**src/rtl/cac_pkg.sv**
```systemverilog
package cac_pkg;

    typedef enum logic {
        EDGE_RISE_ONLY = 1'b0,
        EDGE_BOTH      = 1'b1
    } edge_mode_e;

endpackage

```
**src/rtl/cac_edge_sync.sv**
```systemverilog
// Multi-lane synchroniser with edge detection in the system clock domain.
module cac_edge_sync #(
    parameter int N_LANES = 2,
    parameter int STAGES  = 2
) (
    input  logic               clk_i,
    input  logic               rst_ni,
    input  logic [N_LANES-1:0] in_i,
    output logic [N_LANES-1:0] rise_o,
    output logic [N_LANES-1:0] fall_o
);
    localparam int LAST = STAGES - 1;

    for (genvar g = 0; g < N_LANES; g++) begin : g_lane
        logic [STAGES-1:0] chain_d, chain_q;
        logic              prev_d, prev_q;

        always_comb begin
            chain_d = {chain_q[STAGES-2:0], in_i[g]};
            prev_d  = chain_q[LAST];
        end

        always_ff @(posedge clk_i or negedge rst_ni) begin
            if (!rst_ni) begin
                chain_q <= '0;
                prev_q  <= 1'b0;
            end else begin
                chain_q <= chain_d;
                prev_q  <= prev_d;
            end
        end

        assign rise_o[g] =  chain_q[LAST] & ~prev_q;
        assign fall_o[g] = ~chain_q[LAST] &  prev_q;
    end
endmodule

```
**src/rtl/cac_mode_ctrl.sv**
```systemverilog
// Holds the active edge mode; reloads it from the host bit at an index edge.
module cac_mode_ctrl
    import cac_pkg::*;
(
    input  logic       clk_i,
    input  logic       rst_ni,
    input  logic       idx_rise_i,
    input  logic       dual_edge_i,
    output edge_mode_e mode_o
);
    edge_mode_e mode_d, mode_q;

    always_comb begin
        mode_d = mode_q;
        if (idx_rise_i) begin
            mode_d = edge_mode_e'(dual_edge_i);
        end
    end

    always_ff @(posedge clk_i or negedge rst_ni) begin
        if (!rst_ni) mode_q <= EDGE_RISE_ONLY;
        else         mode_q <= mode_d;
    end

    assign mode_o = mode_q;

    AST_MODE_ONLY_AT_INDEX: assert property (@(posedge clk_i) disable iff (!rst_ni)
        !$past(idx_rise_i) |-> $stable(mode_q));
endmodule

```
**src/rtl/cac_pos_core.sv**
```systemverilog
// Angle counter: zeroed by an index, advanced by encoder events, saturating.
module cac_pos_core
    import cac_pkg::*;
#(
    parameter int CNT_W = 16
) (
    input  logic             clk_i,
    input  logic             rst_ni,
    input  logic             enc_rise_i,
    input  logic             enc_fall_i,
    input  logic             idx_rise_i,
    input  edge_mode_e       mode_i,
    output logic [CNT_W-1:0] pos_o,
    output logic             rev_o,
    output logic             miss_o
);
    localparam logic [CNT_W-1:0] CNT_MAX = '1;

    typedef struct packed {
        logic [CNT_W-1:0] cnt;
        logic             rev;
        logic             miss;
    } core_state_t;

    core_state_t st_d, st_q;
    logic        step;

    always_comb begin
        step = enc_rise_i | ((mode_i == EDGE_BOTH) & enc_fall_i);
        st_d     = st_q;
        st_d.rev = 1'b0;
        if (idx_rise_i) begin
            st_d.cnt = '0;
            st_d.rev = 1'b1;
        end else if (step && (st_q.cnt != CNT_MAX)) begin
            st_d.cnt = st_q.cnt + 1'b1;
            if (st_q.cnt == CNT_MAX - 1'b1) begin
                st_d.miss = 1'b1;
            end
        end
    end

    always_ff @(posedge clk_i or negedge rst_ni) begin
        if (!rst_ni) st_q <= '0;
        else         st_q <= st_d;
    end

    assign pos_o  = st_q.cnt;
    assign rev_o  = st_q.rev;
    assign miss_o = st_q.miss;

    AST_STEP_BY_ONE: assert property (@(posedge clk_i) disable iff (!rst_ni)
        (!rev_o && pos_o != $past(pos_o)) |-> (pos_o == $past(pos_o) + 1'b1));
    AST_REV_SHOWS_ZERO: assert property (@(posedge clk_i) disable iff (!rst_ni)
        rev_o |-> (pos_o == '0));
    AST_REV_SINGLE: assert property (@(posedge clk_i) disable iff (!rst_ni)
        rev_o |=> !rev_o);
    AST_MISS_STICKY: assert property (@(posedge clk_i) disable iff (!rst_ni)
        $past(miss_o) |-> miss_o);
    AST_MAX_FLAGGED: assert property (@(posedge clk_i) disable iff (!rst_ni)
        (pos_o == CNT_MAX) |-> miss_o);
endmodule

```
**src/rtl/crank_angle_counter.sv**
```systemverilog
module crank_angle_counter
    import cac_pkg::*;
#(
    parameter int CNT_W       = 16,
    parameter int SYNC_STAGES = 2
) (
    input  logic             clk_i,
    input  logic             rst_ni,
    input  logic             enc_i,
    input  logic             idx_i,
    input  logic             dual_edge_i,
    output logic [CNT_W-1:0] pos_o,
    output logic             rev_pulse_o,
    output logic             miss_idx_o
);
    localparam int LANE_ENC = 0;
    localparam int LANE_IDX = 1;
    localparam int N_LANES  = 2;

    logic [N_LANES-1:0] raw, rise, fall;
    edge_mode_e         mode;

    assign raw[LANE_ENC] = enc_i;
    assign raw[LANE_IDX] = idx_i;

    cac_edge_sync #(.N_LANES(N_LANES), .STAGES(SYNC_STAGES)) sync_i (
        .clk_i  (clk_i),
        .rst_ni (rst_ni),
        .in_i   (raw),
        .rise_o (rise),
        .fall_o (fall)
    );

    cac_mode_ctrl mode_i (
        .clk_i       (clk_i),
        .rst_ni      (rst_ni),
        .idx_rise_i  (rise[LANE_IDX]),
        .dual_edge_i (dual_edge_i),
        .mode_o      (mode)
    );

    cac_pos_core #(.CNT_W(CNT_W)) core_i (
        .clk_i      (clk_i),
        .rst_ni     (rst_ni),
        .enc_rise_i (rise[LANE_ENC]),
        .enc_fall_i (fall[LANE_ENC]),
        .idx_rise_i (rise[LANE_IDX]),
        .mode_i     (mode),
        .pos_o      (pos_o),
        .rev_o      (rev_pulse_o),
        .miss_o     (miss_idx_o)
    );

    AST_INDEX_ZEROES: assert property (@(posedge clk_i) disable iff (!rst_ni)
        $rose(rev_pulse_o) |-> (pos_o == '0));
endmodule

```
**config.mk**
```make
export PLATFORM = sky130hd
export DESIGN_NAME = crank_angle_counter
export DESIGN_NICKNAME = d
export VERILOG_FILES = /design/src/rtl/cac_pkg.sv /design/src/rtl/cac_edge_sync.sv /design/src/rtl/cac_mode_ctrl.sv /design/src/rtl/cac_pos_core.sv /design/src/rtl/crank_angle_counter.sv
export SDC_FILE = /design/constraint.sdc
export NUM_CORES = 1
export LEC_CHECK = 0
export CORE_MARGIN = 3
export CORE_UTILIZATION = 50
export DETAILED_ROUTE_END_ITERATION = 8
export PLACE_DENSITY = 0.82
export REMOVE_ABC_BUFFERS = 1
export SYNTH_ARGS = -nofsm -noshare
export SYNTH_HDL_FRONTEND = slang
export SYNTH_SLANG_ARGS = --single-unit
```
**constraint.sdc**
```tcl
create_clock -name clk_i -period 2.2 [get_ports clk_i]
set_input_delay 0.33 -clock clk_i [delete_from_list [all_inputs] [get_ports clk_i]]
set_output_delay 0.33 -clock clk_i [all_outputs]
set_load 0.02 [all_outputs]
```
Word-level counts from Yosys, hierarchy flattened --
Cells that the tools add are included. Widths: inputs -> output; s select.
Storage, ports and cells: memory bits (writable) 0, output and inout port bits 18, latch bits 0, memories 0, memory bits (read-only) 0, flip-flop bits (word level) 25
Cells by class: equality and inequality tests 2, add/subtract/negate cells 1, divide/modulo/power cells 0, shifts and indexed selects 0, reduce and logical (&&, ||, !) cells 3, $mul 0, bitwise gates (word level) 9, $lt $le $gt $ge 0, mux-type cells 3
Operators by type and width (number):
- $mux 16 | 2
- $add 16x1->16 const B | 1
- $eq 16x16->1 const B | 1
- $ne 16x16->1 const B | 1
- $and 1x1->1 | 4
- $not 1->1 | 4
- $reduce_and 3->1 | 1
- $reduce_bool 2->1 | 1
- $logic_and 1x1->1 | 1
- $mux 1 | 1
- $or 1x1->1 | 1

Longest topological paths before layout --
Gate-level depths: netlist of run 1.
depth after elaboration 7, depth in mapped cells 7, gate-level depth less buffers 6

Modules after synthesis --
From an unflattened synthesis of run 1, not the netlist that was laid out.
Unflattened totals: cells, all modules 119, area, all modules 1217.4 um^2
Modules (own cells, without submodules):
- cac_pos_core | area an instance 992.2 um^2, times used 1, cells each 107, sequential area each 450.4 um^2
- cac_edge_sync | area an instance 185.2 um^2, times used 1, cells each 10, sequential area each 150.1 um^2
- cac_mode_ctrl | area an instance 40.0 um^2, times used 1, cells each 2, sequential area each 25.0 um^2

Least setup slack after synthesis of run 1 --
OpenSTA, ideal clock, no wires.
kind register to register, from register core_i.st_q (netlist bit core_i.pos_o[0]), to register core_i.st_q (netlist bit core_i.miss_o), cell stages (with the launch flop) 7, data required time 2080 ps, data arrival time 1634 ps, clock period less this slack 1754 ps, setup slack 446 ps, buffers on the path 1, cell sequence dfrtp_1 -> ha_1 -> inv_1 -> or3_1 -> buf_6 -> a2bb2oi_2 -> a41o_1
Between the ends: cells in the longest elaborated chain, start to end 3
Ends and longest elaborated chain:
- from (decl) | line cac_pos_core.sv:25 | core_state_t st_d, st_q;
- from (signal assigned) | line cac_pos_core.sv:45 | else st_q <= st_d;
- $ne 16x16->1 | line cac_pos_core.sv:35 | end else if (step && (st_q.cnt != CNT_MAX)) begin
- $logic_and 1x1->1 | line cac_pos_core.sv:35
- $reduce_and 3->1 (no source line) *
Every way passes the cells marked *; elsewhere a longest branch is shown, timed or not. A chain may end at the register's enable or synchronous reset.

Final worst setup path of run 1 --
from register core_i.st_q (netlist bit core_i.pos_o[0]), to register core_i.st_q (netlist bit core_i.pos_o[5])
Between the ends: cells in the longest elaborated chain, start to end 3
Ends and longest elaborated chain (line):
- $add 16x1->16 / $ne 16x16->1 (equally long branches) | cac_pos_core.sv:36, cac_pos_core.sv:35
- $mux 16 / $logic_and 1x1->1 (equally long branches) | cac_pos_core.sv:35
- $mux 16 / $reduce_bool 2->1 (equally long branches)
Several ways; a longest one is shown, not always the timed one. The select of a mux whose other input is x is not followed.

==> results.toml, run 1 <==
[status]
outcome = "complete, no violations"

[timing]
worst_slew_margin_rel_pct = 65.7
max_slew.worst_pin.slew_ps = 513
layout_setup_ws_ps = 351
final-setup-viol-count = 0
layout_min_cycle_time_ps = 1850
finClkSkew_ps = 1.52
final-hold-violation-count = 0
final.setup.tns_ps = 0
hold_ws_ps = 344
max_clock_freq_ghz = 0.541
timing_max_transition_violations_final = 0
final.period_utilization_pct = 84.0
grt_setup_unrepaired = "false"

[clocking]
count_of_buffers_added_by_post_cts_timing_repair_for_setup = 0
tritoncts_clock_tree = "yes"
hold_buffers = 0
cts.htree.levels = 1
cts.clk_slew.worst_paths_ps = 130
worst_skew_pair.late_latency_ps = 320
clock_buffers_created_by_tritoncts = 3
clock-root-buffer = "sky130_fd_sc_hd__clkbuf_4"
clock_sinks = 25
post_cts_resize_count = 0
ctsLongestPathBuffers = 2

[synthesis]
ys_warn_count = 0
netlist_instances = 105
most_frequent_cells_after_synthesis = "sky130_fd_sc_hd__dfrtp_1 (25), sky130_fd_sc_hd__nor2_1 (18), sky130_fd_sc_hd__xnor2_1 (8), sky130_fd_sc_hd__xor2_1 (7)"
synthDominantCellAreaShare_pct = 51.6
sequential_cell_area_fraction_in_the_yosys_report_pct = 51.6
yosysUniqueCellTypes = 35
syn-mean-instance-area_um2 = 11.5
ys_ff_latch = 25
synth_top_flop_cell = "sky130_fd_sc_hd__dfrtp_1"
synthArstFlopShare_pct = 100
yosysTopAreaCell = "sky130_fd_sc_hd__dfrtp_1"
synth-edff-count = 0
netlist_top_cells_area = "sky130_fd_sc_hd__dfrtp_1 (52%), sky130_fd_sc_hd__xnor2_1 (5.8%), sky130_fd_sc_hd__nor2_1 (5.6%)"
syn_area_um2 = 1210
post-synth-top-count-cell = "sky130_fd_sc_hd__dfrtp_1"

[grt]
grt_antenna_before_repair = 0
grt_first_pass_wirelength_um = 4230
grt_util_all_layers_pct = 17.1
global_route.overflow_total = 0
maximum_number_of_pins_on_one_net_before_global_route_repair = 26
grt_pass1_vias = 943

[pwr]
ir_drop_uv = 407
cellLeakagePower_nw = 0.605
fin_total_pwr_mw = 0.881
power-per-cell-area_nw_per_um2 = 598

[route]
detail_route.drc_violations = 0
routed_via_density = 5.68
drt_wl_total_um = 2290
routedWlPerCell_um = 14.6
dr.pass1.iters = 4
dr_total_vias = 891
drtIter0Drc = 14
postRouteAntennaNets = 0

[final_layout]
footprint_of_the_multi_input_gates_um2 = 551
num_antenna_cells = 0
area_growth_syn_to_layout_pct = 21.6
sequential_cell_area_um2 = 626
nNetsFinal = 137
post_route_cells_drive_above_1_share_pct = 13.2
fillers = 198
layout.cell_area.non_filler_um2 = 1470

[die]
top_level_ports = 23
initial_core_util_pct = 53.8
rows = 17
fp.coreArea_um2 = 2250
dieArea_um2 = 3050
die_h_um = 55.2
die_width_um = 55.2

[setup_path]
required_ps = 2410
worst-endpoint-arrival_ps = 2060
critPathLaunchType = "flop"
critPathKind = "reg -> reg"
endpoint_kind = "flop"
crit_path_max_fanout = 8

[placement]
detailed_place_hpwl_um = 1680
place_worst_setup_slack_ps = 390
place.gp.congestion = 0.759
post_dp_cell_area_um2 = 1450
buffer_ports.inserted = 22

[run]
maxcap_violations = 0

[min_path]
hold_path_class = "in -> async"
[per-stage QoR]
| stage | util [%] | std cells |
|---|---|---|
| finish | 65.4 | 157 |
| global route | 65.4 | 157 |
| CTS | 65.4 | 157 |
| detailed placement | 64.2 | 153 |
| global placement | 64.2 | 153 |
| floorplan | - | 102 |
[worst paths after layout]
| kind | endpoint | cells past startpoint | startpoint | slack [ps] |
|---|---|---|---|---|
| max in group asynchronous | core_i.pos_o[5] | 2 | rst_ni | 1620 |
| hold / removal | core_i.pos_o[11] | 2 | rst_ni | 340 |
| hold reg to reg | sync_i.g_lane[0].chain_q[1] | 0 | sync_i.g_lane[0].chain_q[0] | 370 |
| setup / recovery | core_i.pos_o[5] | 6 | core_i.pos_o[0] | 350 |
| setup reg to reg | core_i.pos_o[5] | 6 | core_i.pos_o[0] | 350 |
| min in group clk_i | sync_i.g_lane[0].chain_q[1] | 0 | sync_i.g_lane[0].chain_q[0] | 370 |
[state kept, by name, summed over array words and instances, names as in the netlist]
signal,flops
core_i.miss_o,1
sync_i.g_lane.prev_q,2
core_i.pos_o,16
mode_i.mode_o,1
sync_i.g_lane.chain_q,4
core_i.rev_o,1
[critical path, cell delays in order (launching register included)]
cell and delay [ps]:
sky130_fd_sc_hd__dfrtp_1 460, sky130_fd_sc_hd__ha_1 180, sky130_fd_sc_hd__inv_1 50, sky130_fd_sc_hd__or3_1 510
sky130_fd_sc_hd__o211ai_1 260, sky130_fd_sc_hd__xor2_1 210, sky130_fd_sc_hd__nor2_1 60
[power breakdown]
group	internal [mW]	switching (mW)	total (mW)	leakage, nW
sequential	0.486	0.0322	0.518	0.329
clock	0.0682	0.135	0.204	0.0177
combinational	0.0737	0.0857	0.159	0.258
total	0.628	0.253	0.881	0.605
[layer usage]
metal,part of all wire [%],track usage (%),routed length (um)
met2,51,29.1,1170
met3,3.8,3.50,86
met4,1.9,6.60,43
met5,0,0,0
met1,43,21.2,989
[cell type report]
class                      count  share of cell area, %
tap                           28                   2.38
timing repair buffer          23                   15.4
sequential                    25                   42.4
clock buffer                   3                   1.53
inverter                       2                  0.509
multi-input combinational     75                   37.4
clock inverter                 1                  0.340
[placed cells by master (no fill, tap or decap), types with 2 or more instances in the layout]
cell                              count
sky130_fd_sc_hd__nand2_1              4
sky130_fd_sc_hd__inv_1                2
sky130_fd_sc_hd__a211oi_1             2
sky130_fd_sc_hd__nand3_1              3
sky130_fd_sc_hd__dfrtp_1             25
sky130_fd_sc_hd__clkbuf_4             3
sky130_fd_sc_hd__nor4_1               3
sky130_fd_sc_hd__o211ai_1             2
sky130_fd_sc_hd__xor2_1               7
sky130_fd_sc_hd__clkdlybuf4s50_1     22
sky130_fd_sc_hd__ha_1                 2
sky130_fd_sc_hd__xnor2_1              8
sky130_fd_sc_hd__and3_1               2
sky130_fd_sc_hd__a21oi_1              2
sky130_fd_sc_hd__nor2_1              18
sky130_fd_sc_hd__nand4_1              4
[logic make-up (layout without fill, tap and decap cells)]
| group | after synthesis | in the layout | share of synthesized area (%) |
|---|---|---|---|
| AO/OA/AOI/OAI | 12 | 12 | 10.5 |
| XOR/XNOR | 15 | 15 | 10.8 |
| adder cells (fa/ha/maj) | 2 | 2 | 2.06 |
| buffers and inverters | 5 | 29 | 2.99 |
| flip-flops | 25 | 25 | 51.6 |
| multiplexers | 1 | 1 | 0.929 |
| AND/OR/NAND/NOR | 45 | 45 | 21.1 |
No activity file was read; power rests on OpenSTA's default activity.
==> run 2, diff against run 1 <==
clock period = 1.88 ns   (was 2.2 ns; I/O delays follow)
==> results.toml, run 2 (synthesized netlist as in run 1, its figures left out) <==
[status]
outcome = "complete, no violations"

[pwr]
ir_drop_uv = 704
cellLeakagePower_nw = 0.612
power-per-cell-area_nw_per_um2 = 696

[timing]
grt_setup_unrepaired = "false"
final.setup.tns_ps = 0
final-hold-violation-count = 0
layout_min_cycle_time_ps = 1790
max_clock_freq_ghz = 0.560
final.period_utilization_pct = 95.0
timing_max_transition_violations_final = 0
finClkSkew_ps = 8.72
final-setup-viol-count = 0
worst_slew_margin_rel_pct = 65.0
layout_setup_ws_ps = 94.0
hold_ws_ps = 305
max_slew.worst_pin.slew_ps = 523

[final_layout]
sequential_cell_area_um2 = 626
num_antenna_cells = 0
area_growth_syn_to_layout_pct = 22.6
nNetsFinal = 138
final_cell_mix = "sky130_fd_sc_hd__dfrtp_1 (25), sky130_fd_sc_hd__clkdlybuf4s50_1 (22), sky130_fd_sc_hd__nor2_1 (18), sky130_fd_sc_hd__xnor2_1 (8), sky130_fd_sc_hd__xor2_1 (7)"
max_ffs_per_register = 16
post_route_cells_drive_above_1_share_pct = 14.6
leading_cell_type_in_the_layout_fill_and_taps_excluded = "sky130_fd_sc_hd__dfrtp_1"
footprint_of_the_multi_input_gates_um2 = 556
finish.utilization_pct = 65.9
layout.cell_area.non_filler_um2 = 1490
fillers = 195

[placement]
buffer_ports.inserted = 22
place.gp.congestion = 0.804
post_dp_cell_area_um2 = 1450
place_worst_setup_slack_ps = 87.4
detailed_place_hpwl_um = 1710

[die]
dieArea_um2 = 3050
top_level_ports = 23
die_h_um = 55.2
rows = 17
initial_core_util_pct = 53.8
fp.coreArea_um2 = 2250
die_width_um = 55.2

[clocking]
clock_sinks = 25
ctsLongestPathBuffers = 2
cts.htree.levels = 1
count_of_buffers_added_by_post_cts_timing_repair_for_setup = 0
worst_skew_pair.late_latency_ps = 320
clock_buffers_created_by_tritoncts = 3
clock-root-buffer = "sky130_fd_sc_hd__clkbuf_4"
tritoncts_clock_tree = "yes"
hold_buffers = 0
cts.clk_slew.worst_paths_ps = 140

[route]
wirelength_met1_um = 1040
dr.pass1.iters = 4
routed-wl-met2_um = 1140
routed_via_density = 5.66
dr_total_vias = 894
drtIter0Drc = 10
dr.max_layer_used = "met4"
drt_wl_total_um = 2340
postRouteAntennaNets = 0
routedWlPerCell_um = 14.8
detail_route.drc_violations = 0
met3WireLength_um = 114

[grt]
grt_first_pass_wirelength_um = 4110
grt_util_all_layers_pct = 16.9
grt_pass1_vias = 869
grt_antenna_before_repair = 0
maximum_number_of_pins_on_one_net_before_global_route_repair = 26
global_route.overflow_total = 0

[setup_path]
crit_path_max_fanout = 5
critical-path-slowest-cell = "sky130_fd_sc_hd__clkdlybuf4s50_1"
critical_path_buf_inv_count = 1
endpoint_kind = "output pin"
critical-path-max-stage-delay_ps = 660
critPathTopFamily = "buffers and inverters"
critPathLaunchType = "flop"
crit_path_cell_trace = "clkdlybuf4s50_1"
critPathKind = "reg -> out"
worst-endpoint-arrival_ps = 1500
required_ps = 1600

[run]
maxcap_violations = 0

[min_path]
hold_path_class = "in -> async"
## run 2: changes by cell type in the layout (fill, tap and decap cells not counted), sizes merged
cell,previous run,this run
buf,1,2
## run 2: per-layer routing
layer  up-vias  global-route usage [%]
met5         -                       0
met4         0                    6.25
met3         5                    3.97
met2        26                    28.2
met1       444                    21.1
li1        419                       -
## run 2: worst paths after layout
check | from | to | slack, ps | cells past startpoint
max | core_i.pos_o[6] | pos_o[6] | 90 | 1
min | rst_ni | core_i.pos_o[12] | 310 | 2
max reg2reg | core_i.pos_o[2] | core_i.pos_o[11] | 180 | 5
min reg2reg | sync_i.g_lane[0].chain_q[0] | sync_i.g_lane[0].chain_q[1] | 370 | 0
max in group asynchronous | rst_ni | core_i.miss_o | 1330 | 2
min in group clk_i | sync_i.g_lane[0].chain_q[0] | sync_i.g_lane[0].chain_q[1] | 370 | 0
## run 2: where the power goes
part / internal, mW / switching [mW]
logic: 0.0865 / 0.101
clock network: 0.0798 / 0.160
registers: 0.568 / 0.0388
## run 2: cell type report
| type | count | area share, % |
|---|---|---|
| sequential | 25 | 42.1 |
| timing repair buffer | 24 | 15.8 |
| inverter | 2 | 0.505 |
| clock buffer | 3 | 1.52 |
| multi-input combinational | 75 | 37.4 |
| clock inverter | 1 | 0.337 |
| tap | 28 | 2.36 |
## run 2: stage by stage
stage          total power [mW]  instances
4_1_cts                    1.05        158
6_report                   1.03        158
3_3_place_gp              0.795        154
2_1_floorplan             0.716        102
3_5_place_dp              0.808        154
5_1_grt                    1.10        158
## run 2: repair_timing
item,in CTS,in global routing
resized for setup,0,1
setup endpoints to repair,0,4
endpoints found under the hold margin,0,0
